`src/rtl/keyCfgPkg.sv`:
```
package keyCfgPkg;

  typedef enum logic [1:0] {
    KEY_LOCKED = 2'd0,
    KEY_HALF   = 2'd1,
    KEY_OPEN   = 2'd2
  } keyState_t;

  typedef enum logic [2:0] {
    RSEL_FF    = 3'd0,
    RSEL_INDEX = 3'd1,
    RSEL_LDN   = 3'd2,
    RSEL_DIR   = 3'd3,
    RSEL_OUT   = 3'd4,
    RSEL_PIN   = 3'd5,
    RSEL_ZERO  = 3'd6
  } rdSel_t;

  typedef struct packed {
    logic   wrLdn;
    logic   wrDir;
    logic   wrOut;
    logic   rdEn;
    rdSel_t rdSel;
  } cfgStrobe_t;

endpackage

```
`src/rtl/keyCfgCtrl.sv`:
```
module keyCfgCtrl
  import keyCfgPkg::*;
#(
  parameter int PORT_W = 8,
  parameter logic [PORT_W-1:0] KEY_VAL  = 8'h87,
  parameter logic [PORT_W-1:0] LOCK_VAL = 8'hAA,
  parameter logic [PORT_W-1:0] LDN_IDX  = 8'h07,
  parameter logic [PORT_W-1:0] GPIO_LDN = 8'h06,
  parameter logic [PORT_W-1:0] DIR_IDX  = 8'h80,
  parameter logic [PORT_W-1:0] OUT_IDX  = 8'h81,
  parameter logic [PORT_W-1:0] PIN_IDX  = 8'h82
) (
  input  logic              clk,
  input  logic              rstN,
  input  logic              busSel,
  input  logic              busWr,
  input  logic              busRd,
  input  logic [PORT_W-1:0] busWdata,
  input  logic [PORT_W-1:0] ldnCur,
  output cfgStrobe_t        strobe,
  output keyState_t         keyState,
  output logic [PORT_W-1:0] idxReg
);

  logic isIdxWr, isDatWr, unlocked, gpioSel;
  keyState_t keyNext;

  assign isIdxWr  = busWr && !busSel;
  assign isDatWr  = busWr && busSel;
  assign unlocked = (keyState == KEY_OPEN);
  assign gpioSel  = (ldnCur == GPIO_LDN);

  // key sequencer: two back-to-back key writes open, lock value closes
  always_comb begin
    keyNext = keyState;
    unique case (keyState)
      KEY_LOCKED: if (isIdxWr && busWdata == KEY_VAL) keyNext = KEY_HALF;
      KEY_HALF: begin
        if (isIdxWr)      keyNext = (busWdata == KEY_VAL) ? KEY_OPEN : KEY_LOCKED;
        else if (isDatWr) keyNext = KEY_LOCKED;
      end
      KEY_OPEN:   if (isIdxWr && busWdata == LOCK_VAL) keyNext = KEY_LOCKED;
      default:    keyNext = KEY_LOCKED;
    endcase
  end

  always_ff @(posedge clk) begin
    if (!rstN) begin
      keyState <= KEY_LOCKED;
      idxReg   <= '0;
    end else begin
      keyState <= keyNext;
      if (unlocked && isIdxWr && busWdata != LOCK_VAL) idxReg <= busWdata;
    end
  end

  // index decode into strobes for the datapath
  always_comb begin
    strobe       = '0;
    strobe.rdSel = RSEL_FF;
    strobe.rdEn  = busRd;
    if (unlocked && isDatWr) begin
      if (idxReg == LDN_IDX)      strobe.wrLdn = 1'b1;
      else if (gpioSel) begin
        if (idxReg == DIR_IDX)    strobe.wrDir = 1'b1;
        if (idxReg == OUT_IDX)    strobe.wrOut = 1'b1;
      end
    end
    if (!unlocked)                            strobe.rdSel = RSEL_FF;
    else if (!busSel)                         strobe.rdSel = RSEL_INDEX;
    else if (idxReg == LDN_IDX)               strobe.rdSel = RSEL_LDN;
    else if (gpioSel && idxReg == DIR_IDX)    strobe.rdSel = RSEL_DIR;
    else if (gpioSel && idxReg == OUT_IDX)    strobe.rdSel = RSEL_OUT;
    else if (gpioSel && idxReg == PIN_IDX)    strobe.rdSel = RSEL_PIN;
    else                                      strobe.rdSel = RSEL_ZERO;
  end

endmodule

```
`src/rtl/keyCfgDatapath.sv`:
```
module keyCfgDatapath
  import keyCfgPkg::*;
#(
  parameter int PORT_W      = 8,
  parameter int SYNC_STAGES = 2
) (
  input  logic              clk,
  input  logic              rstN,
  input  cfgStrobe_t        strobe,
  input  logic [PORT_W-1:0] busWdata,
  input  logic [PORT_W-1:0] idxReg,
  input  logic [PORT_W-1:0] gpioIn,
  output logic [PORT_W-1:0] ldnCur,
  output logic [PORT_W-1:0] busRdata,
  output logic [PORT_W-1:0] gpioOut,
  output logic [PORT_W-1:0] gpioOe
);

  localparam int LAST_STAGE = SYNC_STAGES - 1;

  logic [PORT_W-1:0] dirReg, outReg, pinLevel;
  logic [PORT_W-1:0] syncPipe [SYNC_STAGES];

  // pin synchronizer chain
  for (genvar s = 0; s < SYNC_STAGES; s++) begin : g_sync
    always_ff @(posedge clk) begin
      if (!rstN)      syncPipe[s] <= '0;
      else if (s == 0) syncPipe[s] <= gpioIn;
      else            syncPipe[s] <= syncPipe[(s == 0) ? 0 : s - 1];
    end
  end
  assign pinLevel = syncPipe[LAST_STAGE];

  always_ff @(posedge clk) begin
    if (!rstN) begin
      ldnCur <= '0;
      dirReg <= '0;
      outReg <= '0;
    end else begin
      if (strobe.wrLdn) ldnCur <= busWdata;
      if (strobe.wrDir) dirReg <= busWdata;
      if (strobe.wrOut) outReg <= busWdata;
    end
  end

  always_ff @(posedge clk) begin
    if (!rstN) busRdata <= '1;
    else if (strobe.rdEn) begin
      unique case (strobe.rdSel)
        RSEL_FF:    busRdata <= '1;
        RSEL_INDEX: busRdata <= idxReg;
        RSEL_LDN:   busRdata <= ldnCur;
        RSEL_DIR:   busRdata <= dirReg;
        RSEL_OUT:   busRdata <= outReg;
        RSEL_PIN:   busRdata <= pinLevel;
        default:    busRdata <= '0;
      endcase
    end
  end

  assign gpioOe = dirReg;
  for (genvar b = 0; b < PORT_W; b++) begin : g_pin
    assign gpioOut[b] = dirReg[b] ? outReg[b] : 1'b0;
  end

endmodule

```
`src/rtl/keyCfgPort.sv`:
```
module keyCfgPort
  import keyCfgPkg::*;
#(
  parameter int PORT_W      = 8,
  parameter int SYNC_STAGES = 2,
  parameter logic [PORT_W-1:0] KEY_VAL  = 8'h87,
  parameter logic [PORT_W-1:0] LOCK_VAL = 8'hAA,
  parameter logic [PORT_W-1:0] LDN_IDX  = 8'h07,
  parameter logic [PORT_W-1:0] GPIO_LDN = 8'h06,
  parameter logic [PORT_W-1:0] DIR_IDX  = 8'h80,
  parameter logic [PORT_W-1:0] OUT_IDX  = 8'h81,
  parameter logic [PORT_W-1:0] PIN_IDX  = 8'h82
) (
  input  logic              clk,
  input  logic              rstN,
  input  logic              busSel,
  input  logic              busWr,
  input  logic              busRd,
  input  logic [PORT_W-1:0] busWdata,
  output logic [PORT_W-1:0] busRdata,
  output logic [PORT_W-1:0] gpioOut,
  output logic [PORT_W-1:0] gpioOe,
  input  logic [PORT_W-1:0] gpioIn
);

  cfgStrobe_t        strobe;
  keyState_t         keyState;
  logic [PORT_W-1:0] idxReg, ldnCur;

  keyCfgCtrl #(
    .PORT_W(PORT_W), .KEY_VAL(KEY_VAL), .LOCK_VAL(LOCK_VAL), .LDN_IDX(LDN_IDX),
    .GPIO_LDN(GPIO_LDN), .DIR_IDX(DIR_IDX), .OUT_IDX(OUT_IDX), .PIN_IDX(PIN_IDX)
  ) i_ctrl (
    .clk(clk), .rstN(rstN), .busSel(busSel), .busWr(busWr), .busRd(busRd),
    .busWdata(busWdata), .ldnCur(ldnCur), .strobe(strobe),
    .keyState(keyState), .idxReg(idxReg)
  );

  keyCfgDatapath #(.PORT_W(PORT_W), .SYNC_STAGES(SYNC_STAGES)) i_dp (
    .clk(clk), .rstN(rstN), .strobe(strobe), .busWdata(busWdata),
    .idxReg(idxReg), .gpioIn(gpioIn), .ldnCur(ldnCur), .busRdata(busRdata),
    .gpioOut(gpioOut), .gpioOe(gpioOe)
  );

endmodule

```
`config.mk`:
```
export PLATFORM = sky130hd
export DESIGN_NAME = keyCfgPort
export DESIGN_NICKNAME = d
export VERILOG_FILES = /design/src/rtl/keyCfgPkg.sv /design/src/rtl/keyCfgCtrl.sv /design/src/rtl/keyCfgDatapath.sv /design/src/rtl/keyCfgPort.sv
export SDC_FILE = /design/constraint.sdc
export NUM_CORES = 1
export LEC_CHECK = 0
export ABC_AREA = 0
export BUFFER_PORTS_ARGS = -buffer_cell sky130_fd_sc_hd__buf_2
export CAP_MARGIN = 40
export CORE_MARGIN = 2
export CORE_UTILIZATION = 42
export DETAILED_ROUTE_END_ITERATION = 6
export MAX_ROUTING_LAYER = met4
export PLACE_DENSITY_LB_ADDON = 0.2
export REMOVE_ABC_BUFFERS = 1
export SLEW_MARGIN = 15
export SYNTH_ARGS = -nofsm -noshare
export SYNTH_HDL_FRONTEND = slang
export SYNTH_HIERARCHICAL = 1
export SYNTH_SLANG_ARGS = --single-unit
```
`constraint.sdc`:
```
create_clock -name clk -period 2.4 [get_ports clk]
set_clock_uncertainty 0.05 [all_clocks]
set_input_delay 0.24 -clock clk [delete_from_list [all_inputs] [get_ports clk]]
set_output_delay 0.24 -clock clk [all_outputs]
set_load 0.03 [all_outputs]
```
==> results.json <==
{
  "status": "finished clean",
  "preCtsSetupSlack_ns": 0.05309,
  "synth_flop_cell": "dfxtp_1",
  "wl_per_cell_um": 15.79,
  "r2r_cells": 7,
  "cp-start-kind": "flop",
  "ys_async_sr_fraction": 0,
  "die_area_um2": 6713,
  "setup_violations": 0,
  "drt_iter0_drc": 121,
  "critical_path_required_ns": 2.60,
  "yosys.cell_count.top_type": "dfxtp_1",
  "num_rows": 28,
  "rsz0062_at_grt": "false",
  "yosysWarnings": 6,
  "synth_top_area_cell": "dfxtp_1",
  "area_delta_synth_final_pct": 21.97,
  "power_mw": 1.962,
  "ys_ff_latch": 58,
  "end_kind": "flop",
  "port_buffers": 44,
  "htreeDepth": 3,
  "crit_path_start": "i_ctrl/idxReg[2]$_SDFFE_PN0P_",
  "clk_pin_slew_ns": 0.07,
  "post_dp_cell_area_um2": 2892,
  "vias": 2014,
  "netlist_area_um2": 2551,
  "fmax_mhz": 459.0,
  "crit_buf_inv": 1,
  "detail_route.vias_per_cell": 5.151,
  "die_h_um": 81.94,
  "grt_antenna_before_repair": 0,
  "place_hpwl_um": 4341,
  "clock_sinks": 58,
  "final_cell_area_um2": 3112,
  "layout-drive-gt1-share": 0.2722,
  "yosysTopAreaCellShare": 0.4551,
  "design.core.area_um2": 5886,
  "slowest_stage": "and3b_2",
  "fill_cells": 548,
  "r2r-end": "i_dp/busRdata[6]$_SDFFE_PN1P_",
  "grt_pass1_wl_um": 9901,
  "grt_usage": 0.2090,
  "leakagePower_nw": 1.171,
  "crit_type": "reg2reg",
  "hold_viol_final": 0,
  "max_stage_delay_ns": 0.38,
  "drt-total-wl_um": 6173,
  "fin_nets": 332,
  "drv_cap": 0,
  "crit_path_end": "i_dp/busRdata[6]$_SDFFE_PN1P_",
  "regArea_um2": 1161,
  "r2r_start": "i_ctrl/idxReg[2]$_SDFFE_PN0P_",
  "antenna_cells": 0,
  "crit_family": "simple AND/OR/NAND/NOR gates",
  "synth_cell_types": 40,
  "antenna_left": 0,
  "synth.avg_cell_area_um2": 9.888,
  "critPathArrivalTime_ns": 2.38,
  "cp.depth": 7,
  "path_cells": "nor4b_1 > nand4_1 > buf_4 > o21a_1 > and3b_2 > a22oi_1 > a31oi_1",
  "place_congestion": 0.7822,
  "boundaryPins": 45,
  "post_cts_buffers": 0,
  "ys_seq_area_frac": 0.4551,
  "grt_max_degree": 30,
  "cts_buffer_depth": 2,
  "overflow": 0,
  "synthTopCellsByArea": "dfxtp_1, mux2i_1, nor2b_1",
  "ctsHoldBuffers": 0,
  "min_path_type": "in2reg",
  "yosys-top-cells-count": "dfxtp_1, mux2i_1, nor2b_1",
  "cts_buffers": 9,
  "hold_slack_ns": 0.06572,
  "cts_root_buf": "clkbuf_8",
  "drc_errors": 0,
  "multi_input_area_um2": 1338,
  "worst_slew_pin_slew_ns": 0.6356,
  "relSlewSlack": 0.5749,
  "synth_edf_count": 0,
  "synthCells": 258,
  "start_util": 0.4335,
  "finalSetupTns_ns": 0,
  "clkLatencyLatePin_ns": 0.33,
  "first_pass_iters": 4,
  "dieWidth_um": 81.94,
  "layout_min_cycle_time_ns": 2.178,
  "cellPowerDensity_nw_per_um2": 630.4,
  "critPathMaxFanout": 7,
  "cts_tree": "done",
  "r2r_slack_ns": 0.22,
  "fin_ws_ns": 0.2215,
  "finalMaxSlewViolations": 0,
  "grt_pass1_vias": 1940,
  "irDropWorstVdd_mv": 0.3984,
  "timing.final.crit_share": 0.9077
}
-- metal layers --
| layer | track usage | share of wire | vias up |
|---|---|---|---|
| li1 | - | - | 1006 |
| met1 | 0.2671 | 0.47 | 952 |
| met2 | 0.3195 | 0.47 | 51 |
| met3 | 0.05934 | 0.053 | 5 |
| met4 | 0.06667 | 0.0068 | 0 |
| met5 | - | 0 | - |
-- cells by family after synthesis --
group / synth area share
buf+inv: 0.03433
flops: 0.4551
mux: 0.1604
compound gates: 0.1005
xor+xnor: 0.003434
simple gates: 0.2462
-- report_power, final --
group / total [mW] / switching, mW / internal [mW]
Sequential: 0.978 / 0.00288 / 0.975
Combinational: 0.0795 / 0.0449 / 0.0347
Clock: 0.904 / 0.368 / 0.536
-- sequential cells by signal (all words and copies together), names as in the netlist --
register and flops:
i_dp/ldnCur 8, i_dp/busRdata 8, i_ctrl/keyState 2, i_dp/syncPipe 16, i_dp/gpioOe 8, i_dp/outReg 8, i_ctrl/idxReg 8
-- area by class of cell --
class,count,share of cell area
multi-input combinational,183,0.4298
clock inverter,2,0.01126
clock buffer,14,0.05227
sequential,58,0.3731
timing repair buffer,56,0.09972
tap,75,0.03016
inverter,3,0.003619
-- cells in the final DEF (no fill, tap or decap), drive strengths merged, types with 9 or more instances in the layout --
cell / Yosys / final
mux2i: 33 / 33
a31oi: 9 / 9
buf: 7 / 56
nor2b: 27 / 27
clkbuf: 7 / 14
and2: 24 / 24
nand2: 17 / 17
nor2: 13 / 13
dfxtp: 58 / 58
-- timing repair --
item | in CTS | in global routing
gates resized for setup | 0 | 5
endpoints found under the setup margin | 0 | 8
hold endpoints to repair | 0 | 0
-- per-stage QoR --
step / utilization / instances
finish: 0.5287 / 391
CTS: 0.5249 / 391
global placement: 0.4913 / 375
detailed placement: 0.4913 / 375
global route: 0.5287 / 391
floorplan: - / 244
-- how the worst min path moves through the flow --
stage | start | endpoint | slack, ns | depth (start not counted)
6_report | gpioIn[7] | i_dp/syncPipe[0][7]$_SDFF_PN0_ | 0.07 | 2
5_1_grt | gpioIn[4] | i_dp/syncPipe[0][4]$_SDFF_PN0_ | 0.05 | 2
4_1_cts | gpioIn[7] | i_dp/syncPipe[0][7]$_SDFF_PN0_ | 0.05 | 2
3_5_place_dp | i_dp/syncPipe[0][7]$_SDFF_PN0_ | i_dp/syncPipe[1][7]$_SDFF_PN0_ | 0.37 | 1
3_3_place_gp | i_dp/syncPipe[0][7]$_SDFF_PN0_ | i_dp/syncPipe[1][7]$_SDFF_PN0_ | 0.37 | 1
2_1_floorplan | rstN | i_ctrl/keyState[1]$_SDFFE_PN0P_ | 0.31 | 1
Power figures use the tool's default switching activity.
